==> src/rtl/vts_pkg.sv <==
`timescale 1ns/1ps
package vts_pkg;
  // Writer side: hunting for a frame start, or passing an open frame
  typedef enum logic {
    WR_HUNT = 1'b0,
    WR_PASS = 1'b1
  } wr_state_e;
endpackage

==> src/rtl/vts_writer.sv <==
`timescale 1ns/1ps
module vts_writer
  import vts_pkg::*;
(
  input  logic clk,
  input  logic rst,
  input  logic pix_de,
  input  logic pix_sof,
  input  logic pix_last,
  input  logic fifo_full,
  output logic wr_en,
  output logic wr_sop,
  output logic wr_eop,
  output logic mark_eop,
  output logic ovf
);
  wr_state_e state_q;
  logic      take;

  // A pixel belongs to a packet if a frame is open or it opens one
  assign take     = pix_de && ((state_q == WR_PASS) || pix_sof);
  assign ovf      = take && fifo_full;
  assign wr_en    = take && !fifo_full;
  assign wr_sop   = (state_q == WR_HUNT);
  assign wr_eop   = pix_last;
  // Truncation only applies when the frame already has stored beats
  assign mark_eop = ovf && (state_q == WR_PASS);

  always_ff @(posedge clk) begin
    if (rst) begin
      state_q <= WR_HUNT;
    end else if (take) begin
      state_q <= (ovf || pix_last) ? WR_HUNT : WR_PASS;
    end
  end
endmodule

==> src/rtl/vts_fifo.sv <==
`timescale 1ns/1ps
module vts_fifo #(
  parameter int DATA_W = 24,
  parameter int DEPTH  = 8
) (
  input  logic              clk,
  input  logic              rst,
  input  logic              wr_en,
  input  logic [DATA_W-1:0] wr_data,
  input  logic              wr_sop,
  input  logic              wr_eop,
  input  logic              mark_eop,
  output logic              full,
  output logic              out_valid,
  input  logic              out_ready,
  output logic [DATA_W-1:0] out_data,
  output logic              out_sop,
  output logic              out_eop
);
  localparam int AW = (DEPTH > 1) ? $clog2(DEPTH) : 1;
  localparam int CW = $clog2(DEPTH + 1);

  // Payload and start flag live in RAM; end flags stay in flops so the
  // newest entry can be patched on truncation
  logic [DATA_W:0]   ram [DEPTH];
  logic [DEPTH-1:0]  eop_f;
  logic [AW-1:0]     wr_ptr, rd_ptr, newest_ptr;
  logic [CW-1:0]     count;
  logic              pop;

  function automatic logic [AW-1:0] bump(input logic [AW-1:0] p);
    return (p == AW'(DEPTH - 1)) ? '0 : p + 1'b1;
  endfunction

  assign full       = (count == CW'(DEPTH));
  assign pop        = (count != '0) && (!out_valid || out_ready);
  assign newest_ptr = (wr_ptr == '0) ? AW'(DEPTH - 1) : wr_ptr - 1'b1;

  always_ff @(posedge clk) begin
    if (wr_en) ram[wr_ptr] <= {wr_sop, wr_data};
  end

  always_ff @(posedge clk) begin
    if (pop) {out_sop, out_data} <= ram[rd_ptr];
  end

  always_ff @(posedge clk) begin
    if (rst) begin
      wr_ptr    <= '0;
      rd_ptr    <= '0;
      count     <= '0;
      eop_f     <= '0;
      out_valid <= 1'b0;
      out_eop   <= 1'b0;
    end else begin
      if (wr_en) begin
        wr_ptr         <= bump(wr_ptr);
        eop_f[wr_ptr]  <= wr_eop;
      end
      if (mark_eop) eop_f[newest_ptr] <= 1'b1;
      if (pop) begin
        rd_ptr  <= bump(rd_ptr);
        out_eop <= eop_f[rd_ptr];
      end
      count <= count + CW'(wr_en) - CW'(pop);
      if (pop)            out_valid <= 1'b1;
      else if (out_ready) out_valid <= 1'b0;
    end
  end
endmodule

==> src/rtl/vid_to_stream.sv <==
`timescale 1ns/1ps
module vid_to_stream #(
  parameter int DATA_W     = 24,
  parameter int FIFO_DEPTH = 8,
  parameter int REG_W      = 32
) (
  input  logic              clk,
  input  logic              rst,
  input  logic [DATA_W-1:0] pix_data,
  input  logic              pix_de,
  input  logic              pix_sof,
  input  logic              pix_last,
  output logic [DATA_W-1:0] out_data,
  output logic              out_valid,
  input  logic              out_ready,
  output logic              out_sop,
  output logic              out_eop,
  input  logic              reg_rd,
  output logic [REG_W-1:0]  reg_rdata
);
  logic wr_en, wr_sop, wr_eop, mark_eop, fifo_full, ovf_evt;
  logic sticky_q;

  vts_writer u_writer (
    .clk      (clk),
    .rst      (rst),
    .pix_de   (pix_de),
    .pix_sof  (pix_sof),
    .pix_last (pix_last),
    .fifo_full(fifo_full),
    .wr_en    (wr_en),
    .wr_sop   (wr_sop),
    .wr_eop   (wr_eop),
    .mark_eop (mark_eop),
    .ovf      (ovf_evt)
  );

  vts_fifo #(
    .DATA_W(DATA_W),
    .DEPTH (FIFO_DEPTH)
  ) u_fifo (
    .clk      (clk),
    .rst      (rst),
    .wr_en    (wr_en),
    .wr_data  (pix_data),
    .wr_sop   (wr_sop),
    .wr_eop   (wr_eop),
    .mark_eop (mark_eop),
    .full     (fifo_full),
    .out_valid(out_valid),
    .out_ready(out_ready),
    .out_data (out_data),
    .out_sop  (out_sop),
    .out_eop  (out_eop)
  );

  // Sticky overflow flag, cleared by a read unless a new overflow lands
  always_ff @(posedge clk) begin
    if (rst) begin
      sticky_q  <= 1'b0;
      reg_rdata <= '0;
    end else begin
      if (reg_rd) reg_rdata <= REG_W'(sticky_q);
      sticky_q <= ovf_evt || (sticky_q && !reg_rd);
    end
  end
endmodule

==> config.mk <==
export PLATFORM = sky130hd
export DESIGN_NAME = vid_to_stream
export DESIGN_NICKNAME = d
export VERILOG_FILES = /design/src/rtl/vts_pkg.sv /design/src/rtl/vts_writer.sv /design/src/rtl/vts_fifo.sv /design/src/rtl/vid_to_stream.sv
export SDC_FILE = /design/constraint.sdc
export NUM_CORES = 1
export LEC_CHECK = 0
export ABC_AREA = 1
export ABC_CLOCK_PERIOD_IN_PS = 3200
export BUFFER_PORTS_ARGS = -buffer_cell sky130_fd_sc_hd__buf_2
export CORE_ASPECT_RATIO = 0.6
export CORE_MARGIN = 2
export CORE_UTILIZATION = 55
export CTS_CLUSTER_DIAMETER = 50
export CTS_CLUSTER_SIZE = 16
export DETAILED_ROUTE_END_ITERATION = 10
export GPL_ROUTABILITY_DRIVEN = 0
export PLACE_DENSITY = 0.74
export SLEW_MARGIN = 20
export SYNTH_ARGS = -nofsm -noshare
export SYNTH_HDL_FRONTEND = slang
export SYNTH_SLANG_ARGS = --single-unit
==> constraint.sdc <==
create_clock -name clk -period 3.2 [get_ports clk]
set_clock_uncertainty 0.1 [all_clocks]
set_input_delay 0 -clock clk [delete_from_list [all_inputs] [get_ports clk]]
set_output_delay 0 -clock clk [all_outputs]
set_load 0.05 [all_outputs]
==> metrics.md, run 1 <==
| Metric | Value |
|---|---|
| Post-synthesis average cell area | 11.4 µm² |
| Max-slew headroom | 28.4% |
| Largest net degree at the start of global routing | 107 |
| Clk_lat worst skew | 500 ps |
| Critical path peak fanout | 6 |
| H-tree levels | 1 |
| Layout cells sized above 1 | 10.8% |
| Die area | 19800 µm² |
| Sequential area share after synthesis | 70.4% |
| Max Root-Sink Buffers | 3 |
| Setup violators final | 0 |
| Post-synthesis cell area | 10300 µm² |
| CP cell instances | inv_1 -> o21ai_0 -> inv_1 -> ha_1 -> inv_1 -> ha_1 -> inv_1 -> fa_1 -> xor2_1 -> nor2_1 |
| IO Count | 90 |
| Synth Instances | 900 |
| Ys Warns | 0 |
| Core area | 18200 µm² |
| Layout area overhead | 12.1% |
| Hold_sp | pix_sof |
| M1 GR Usage | 31.3% |
| Filler cell count | 1410 |
| Worst Hold Endpoint | u_fifo.wr_ptr[2]$_SDFFE_PP0N_ |
| Critical Path Start Type | register |
| Diode count | 0 |
| Drt drc | 0 |
| RSZ-0062 raised after global routing | no |
| IO buf count | 58 |
| Worst r2r src | u_fifo.out_valid$_SDFFE_PP0P_ |
| Slew Viols, Final | 0 |
| Crit Path Class | reg2reg |
| Most frequent cells in the layout | edfxtp_1 (225), nor2_1 (191), nand2_1 (136) |
| Fin. Hold Viols | 0 |
| Outcome | completed |
| Hold path depth | 6 |
| Depth of the most critical reg-to-reg path | 10 |
| Worst R2R Setup Slack | 730 ps |
| Crit path max-delay family | adder cells |
| Top cells by area, synth | edfxtp_1 (66%), nor2_1 (7.3%), nand2_1 (5.0%), dfxtp_1 (4.5%), o21ai_1 (4.3%) |
| Die W | 180 µm |
| Yosys top cell by area | edfxtp_1 |
| Slew @ Worst Pin | 1070 ps |
| GRT Residual Overflow | 0 |
| Vias in the first global route | 6132 |
| Clock-pin slew on the worst setup and hold paths | 80 ps |
| Crit path required time | 3470 ps |
| WP buf/inv | 4 |
| Leak | 0.00421 µW |
| GR peak layer | met2 |
| Antenna violations before repair | 0 |
| Commonest non-fill, non-tap cell in the layout | edfxtp_1 |
| Critical path endpoint category | register |
| Setup TNS | 0 ps |
| DPL Wire Length | 11400 µm |
| Power Total | 9860 µW |
| Drt first pass iters | 5 |
| Wire per inst | 16.8 µm |
| Vias per inst | 5.34 |
| CTS resizes | 0 |
| CTS Sinks | 248 |
| Maximum clock rate | 405 MHz |
| Worst path most repeated cell | inv_1 |
| #FFs+latches synth | 248 |
| Starting Density | 56.4% |
| Num CTS Buffers | 19 |
| Minimum clock period | 2470 ps |
| CTS tree | done |
| Slowest-stage cell, CP | o21ai_0 |
| Root buffer cell | clkbuf_16 |
| HP Class | in2reg |
| Final #Nets | 1026 |
| Vias after detailed routing | 6594 |
| Worst path depth | 10 |
| Row count | 38 |
| Die height | 110 µm |
| Met2 GRT Util | 34.4% |
| Max Cap Viol | 0 |
| Dpl cell area | 10700 µm² |
| Worst VDD drop | 0.000537 V |
| Antenna-violating nets left | 0 |
| Design Area, Final | 11500 µm² |
| Iter 0 DRT Violations | 698 |
| First-pass GRT wire length | 32800 µm |
| Aggregate global-route resource usage | 21.3% |
| Detailed-route wire length | 20800 µm |
| Synth top area share | 65.9% |
| RR Endpoint | u_fifo.count[2]$_SDFF_PP0_ |
| Crit share post-route | 77.3% |
| Met3 usage | 3.51% |
| Cell variety after synth | 27 |
| Crit path largest cell delay | 600 ps |
| Critical Path AT | 2750 ps |
| Fin util | 63.3% |
| Cell Pwr Density | 858 nW/µm² |
==> metal layers <==
| metal | vias to the layer above | routed length [µm] |
|---|---|---|
| li1 | 3181 | - |
| met1 | 3166 | 9640 |
| met2 | 222 | 9490 |
| met3 | 25 | 1310 |
| met4 | 0 | 338 |
| met5 | - | 0 |
==> cell type report <==
cell class	count	area, µm²	share of cell area [%]
Multi-Input combinational cell	578	2580	22.5
Timing Repair Buffer	105	746	6.49
Clock buffer	32	524	4.56
Tap cell	240	300	2.61
Inverter	30	113	0.980
Sequential cell	248	7220	62.8
Clock inverter	1	8.76	0.0762
==> state kept, by name, indices dropped and copies added, names as in the netlist, 3 cells and up <==
| signal | flops |
|---|---|
| u_fifo.eop_f | 8 |
| u_fifo.count | 4 |
| u_fifo.ram | 200 |
| u_fifo.wr_ptr | 3 |
| u_fifo.out_data | 24 |
| u_fifo.rd_ptr | 3 |
==> metrics by stage <==
step                      setup WS (ps)  cells  hold WS [ps]
after floorplan                     218    930         -1.13
after global placement              931   1170           165
after detailed placement            770   1170           170
after CTS                           670   1234          41.3
after global routing                511   1234           109
final                               728   1234          48.0
==> tightest hold or removal path: stages <==
cell and delay [ps]:
buf_2 80, o21ai_2 50, inv_1 40, nand2_1 60, buf_4 220, a21oi_1 150
==> worst max-delay path by stage <==
stage	startpoint	slack [ps]	end
4_1_cts	u_fifo.out_valid$_SDFFE_PP0P_	670	u_fifo.count[2]$_SDFF_PP0_
3_5_place_dp	u_fifo.out_valid$_SDFFE_PP0P_	770	u_fifo.count[2]$_SDFF_PP0_
2_1_floorplan	u_fifo.out_valid$_SDFFE_PP0P_	220	u_fifo.count[2]$_SDFF_PP0_
3_3_place_gp	u_fifo.count[2]$_SDFF_PP0_	930	u_fifo.count[2]$_SDFF_PP0_
5_1_grt	u_fifo.out_valid$_SDFFE_PP0P_	510	u_fifo.count[2]$_SDFF_PP0_
6_report	u_fifo.out_valid$_SDFFE_PP0P_	730	u_fifo.count[2]$_SDFF_PP0_
==> cells by family after synthesis <==
kind of cell | share of synthesized area, %
flip-flops | 70.4
other | 0.0366
buffers and inverters | 5.71
AO/OA/AOI/OAI | 8.56
adder cells (fa/ha/maj) | 1.66
XOR/XNOR | 0.0854
AND/OR/NAND/NOR | 13.6
==> Yosys cell counts <==
master	instances
edfxtp_1	225
nor2_1	199
nand2_1	136
o21ai_1	88
o21ai_0	75
buf_4	34
inv_1	27
dfxtp_1	23
clkbuf_1	17
nand3_1	17
buf_2	12
ha_1	12
a21oi_1	9
buf_6	7
buf_1	4
clkinv_1	2
nand3b_1	2
nand4_1	2
a211oi_1	1
and2b_1	1
conb_1	1
fa_1	1
inv_2	1
nor2_2	1
o21ai_2	1
or2_0	1
xor2_1	1
==> what timing repair did <==
| action | in CTS | in global routing |
|---|---|---|
| setup buffers | 0 | 0 |
| hold endpoints to repair | 210 | 0 |
| hold buffers | 31 | 0 |
==> where the power goes <==
part / internal (µW) / leakage [µW] / switching (µW)
clock: 1120 / 0.000254 / 1050
combinational: 948 / 0.00172 / 2610
sequential: 4000 / 0.00223 / 120
total: 6070 / 0.00421 / 3790
Power figures use the tool's default switching activity.
==> run 2, diff against run 1 <==
Settings changed: ABC_CLOCK_PERIOD_IN_PS 3200 to 2350.
Clock period 3.2 ns to 2.35 ns, I/O delays scaled along.
==> run 2 against run 1 <==
Effect of this change:
- cell area increased by 1.8%
- sequential share of layout area decreased by 1.1 points
- sequential power increased by 37%
- critical endpoint unchanged
- fmax increased by 11%
- global-route usage decreased by 0.093 points
- largest cell class unchanged
- core utilization increased by 1.1 points
- final cell count increased by 0.32%
==> metrics.md, run 2 (synthesis gave the netlist of run 1 again) <==
| Metric | Value |
|---|---|
| Outcome | completed |
| Diode count | 0 |
| Maximum clock rate | 451 MHz |
| Crit path max-delay family | adder cells |
| Vias after detailed routing | 6613 |
| Max Cap Viol | 0 |
| Starting Density | 56.4% |
| GRT Residual Overflow | 0 |
| Die height | 110 µm |
| Slowest-stage cell, CP | fa_1 |
| Wire per inst | 17.1 µm |
| Fin. Hold Viols | 0 |
| Iter 0 DRT Violations | 742 |
| Largest net degree at the start of global routing | 79 |
| Final std cells w/o fill | 1238 |
| Commonest non-fill, non-tap cell in the layout | edfxtp_1 |
| Crit share post-route | 94.4% |
| Combinational share of power | 36.8% |
| Critical path peak fanout | 3 |
| Cell Pwr Density | 1170 nW/µm² |
| CP cell instances | inv_1 -> ha_1 -> nand3_1 -> nand2_1 -> ha_1 -> inv_1 -> ha_1 -> inv_1 -> fa_1 -> xor2_1 -> nor2_1 |
| First-pass GRT wire length | 32800 µm |
| Vias in the first global route | 6014 |
| Core area | 18200 µm² |
| Design Area, Final | 11700 µm² |
| HP Class | in2reg |
| Slew Viols, Final | 0 |
| Final #Nets | 1035 |
| Detailed-route wire length | 21100 µm |
| Clk_lat worst skew | 490 ps |
| Antenna violations before repair | 0 |
| Drt first pass iters | 5 |
| Most frequent cells in the layout | edfxtp_1 (225), nor2_1 (191), nand2_1 (136) |
| Power Total | 13700 µW |
| Most flop-heavy register | u_fifo.ram |
| Drt drc | 0 |
| NetSw | 5190 µW |
| Crit path required time | 2620 ps |
| Die area | 19800 µm² |
| Row count | 38 |
| Max Root-Sink Buffers | 3 |
| Crit Path Class | reg2reg |
| CTS Sinks | 248 |
| Critical path endpoint category | register |
| H-tree levels | 1 |
| Setup violators final | 0 |
| Max FFs per register | 200 |
| Leak | 0.00429 µW |
| Root buffer cell | clkbuf_16 |
| WHS | 116 ps |
| Sw frac | 37.9% |
| Internal | 8490 µW |
| Minimum clock period | 2220 ps |
| Layout area overhead | 14.1% |
| Setup TNS | 0 ps |
| Die W | 180 µm |
| IO Count | 90 |
| Layout cells sized above 1 | 12.1% |
| Num CTS Buffers | 19 |
| RSZ-0062 raised after global routing | no |
| Critical Path AT | 2480 ps |
| Vias per inst | 5.34 |
| WP buf/inv | 3 |
| Sequential power share | 41.4% |
| Antenna-violating nets left | 0 |
| Filler cell count | 1394 |
| DP Cell Count | 1177 |
| Clock power share | 21.8% |
| Critical Path Start Type | register |
| IO buf count | 58 |
| Dpl cell area | 10800 µm² |
| Worst VDD drop | 0.000605 V |
| Crit path largest cell delay | 390 ps |
| Clock-pin slew on the worst setup and hold paths | 70 ps |
| Aggregate global-route resource usage | 21.2% |
| DPL Wire Length | 11600 µm |
| CTS tree | done |
[run 2: power by group through the flow]
stage          Combinational (µW)  Sequential (µW)  Clock [µW]
4_1_cts                      4980             5660        3030
3_5_place_dp                 4900             5750           0
6_report                     5040             5660        2990
2_1_floorplan                2870             6570           0
3_3_place_gp                 4810             5740           0
5_1_grt                      5550             5700        3200
[run 2: path summary, 6_finish.rpt]
kind / startpoint / endpoint / slack (ps) / cells past startpoint
worst max-delay path: u_fifo.count[2]$_SDFF_PP0_ / u_fifo.count[2]$_SDFF_PP0_ / 130 / 11
worst min-delay path: pix_sof / u_fifo.wr_ptr[0]$_SDFFE_PP0N_ / 120 / 7
worst max register to register: u_fifo.count[2]$_SDFF_PP0_ / u_fifo.count[2]$_SDFF_PP0_ / 130 / 11
worst min register to register: u_fifo.out_eop$_SDFFE_PP0P_ / u_fifo.out_eop$_SDFFE_PP0P_ / 380 / 2
[run 2: worst min-delay path, stage by stage]
cell     delay [ps]
buf_2            90
o21ai_2          70
inv_1            50
nand2_1          60
buf_4           220
nand2_1          80
a21oi_1          60
[run 2: cell type report]
cell class	count	area (µm²)	area share (%)
Clock buffer	26	502	4.29
Clock inverter	2	33.8	0.289
Inverter	30	115	0.984
Multi-Input combinational cell	578	2600	22.3
Sequential cell	248	7220	61.7
Tap cell	240	300	2.57
Timing Repair Buffer	114	926	7.91
[run 2: what timing repair did]
item / CTS / global route
endpoints found under the setup margin: 0 / 2
endpoints found under the hold margin: 212 / 0
hold buffers: 31 / 0
buffers inserted: 0 / 2
resized for setup: 0 / 3
[run 2: layer usage]
layer	wire length (µm)	part of all wire [%]	global-route usage (%)	vias to the layer above
met2	9360	44	33.4	248
li1	-	-	-	3201
met5	0	0	0	-
met1	9860	47	32.0	3144
met3	1650	7.8	3.84	20
met4	237	1.1	3.17	0
[run 2: per-stage QoR]
stage	util, %	setup slack, ps
2_1_floorplan	-	-134
3_3_place_gp	59.6	245
3_5_place_dp	59.6	148
4_1_cts	64.2	130
5_1_grt	64.4	22.0
6_report	64.4	133
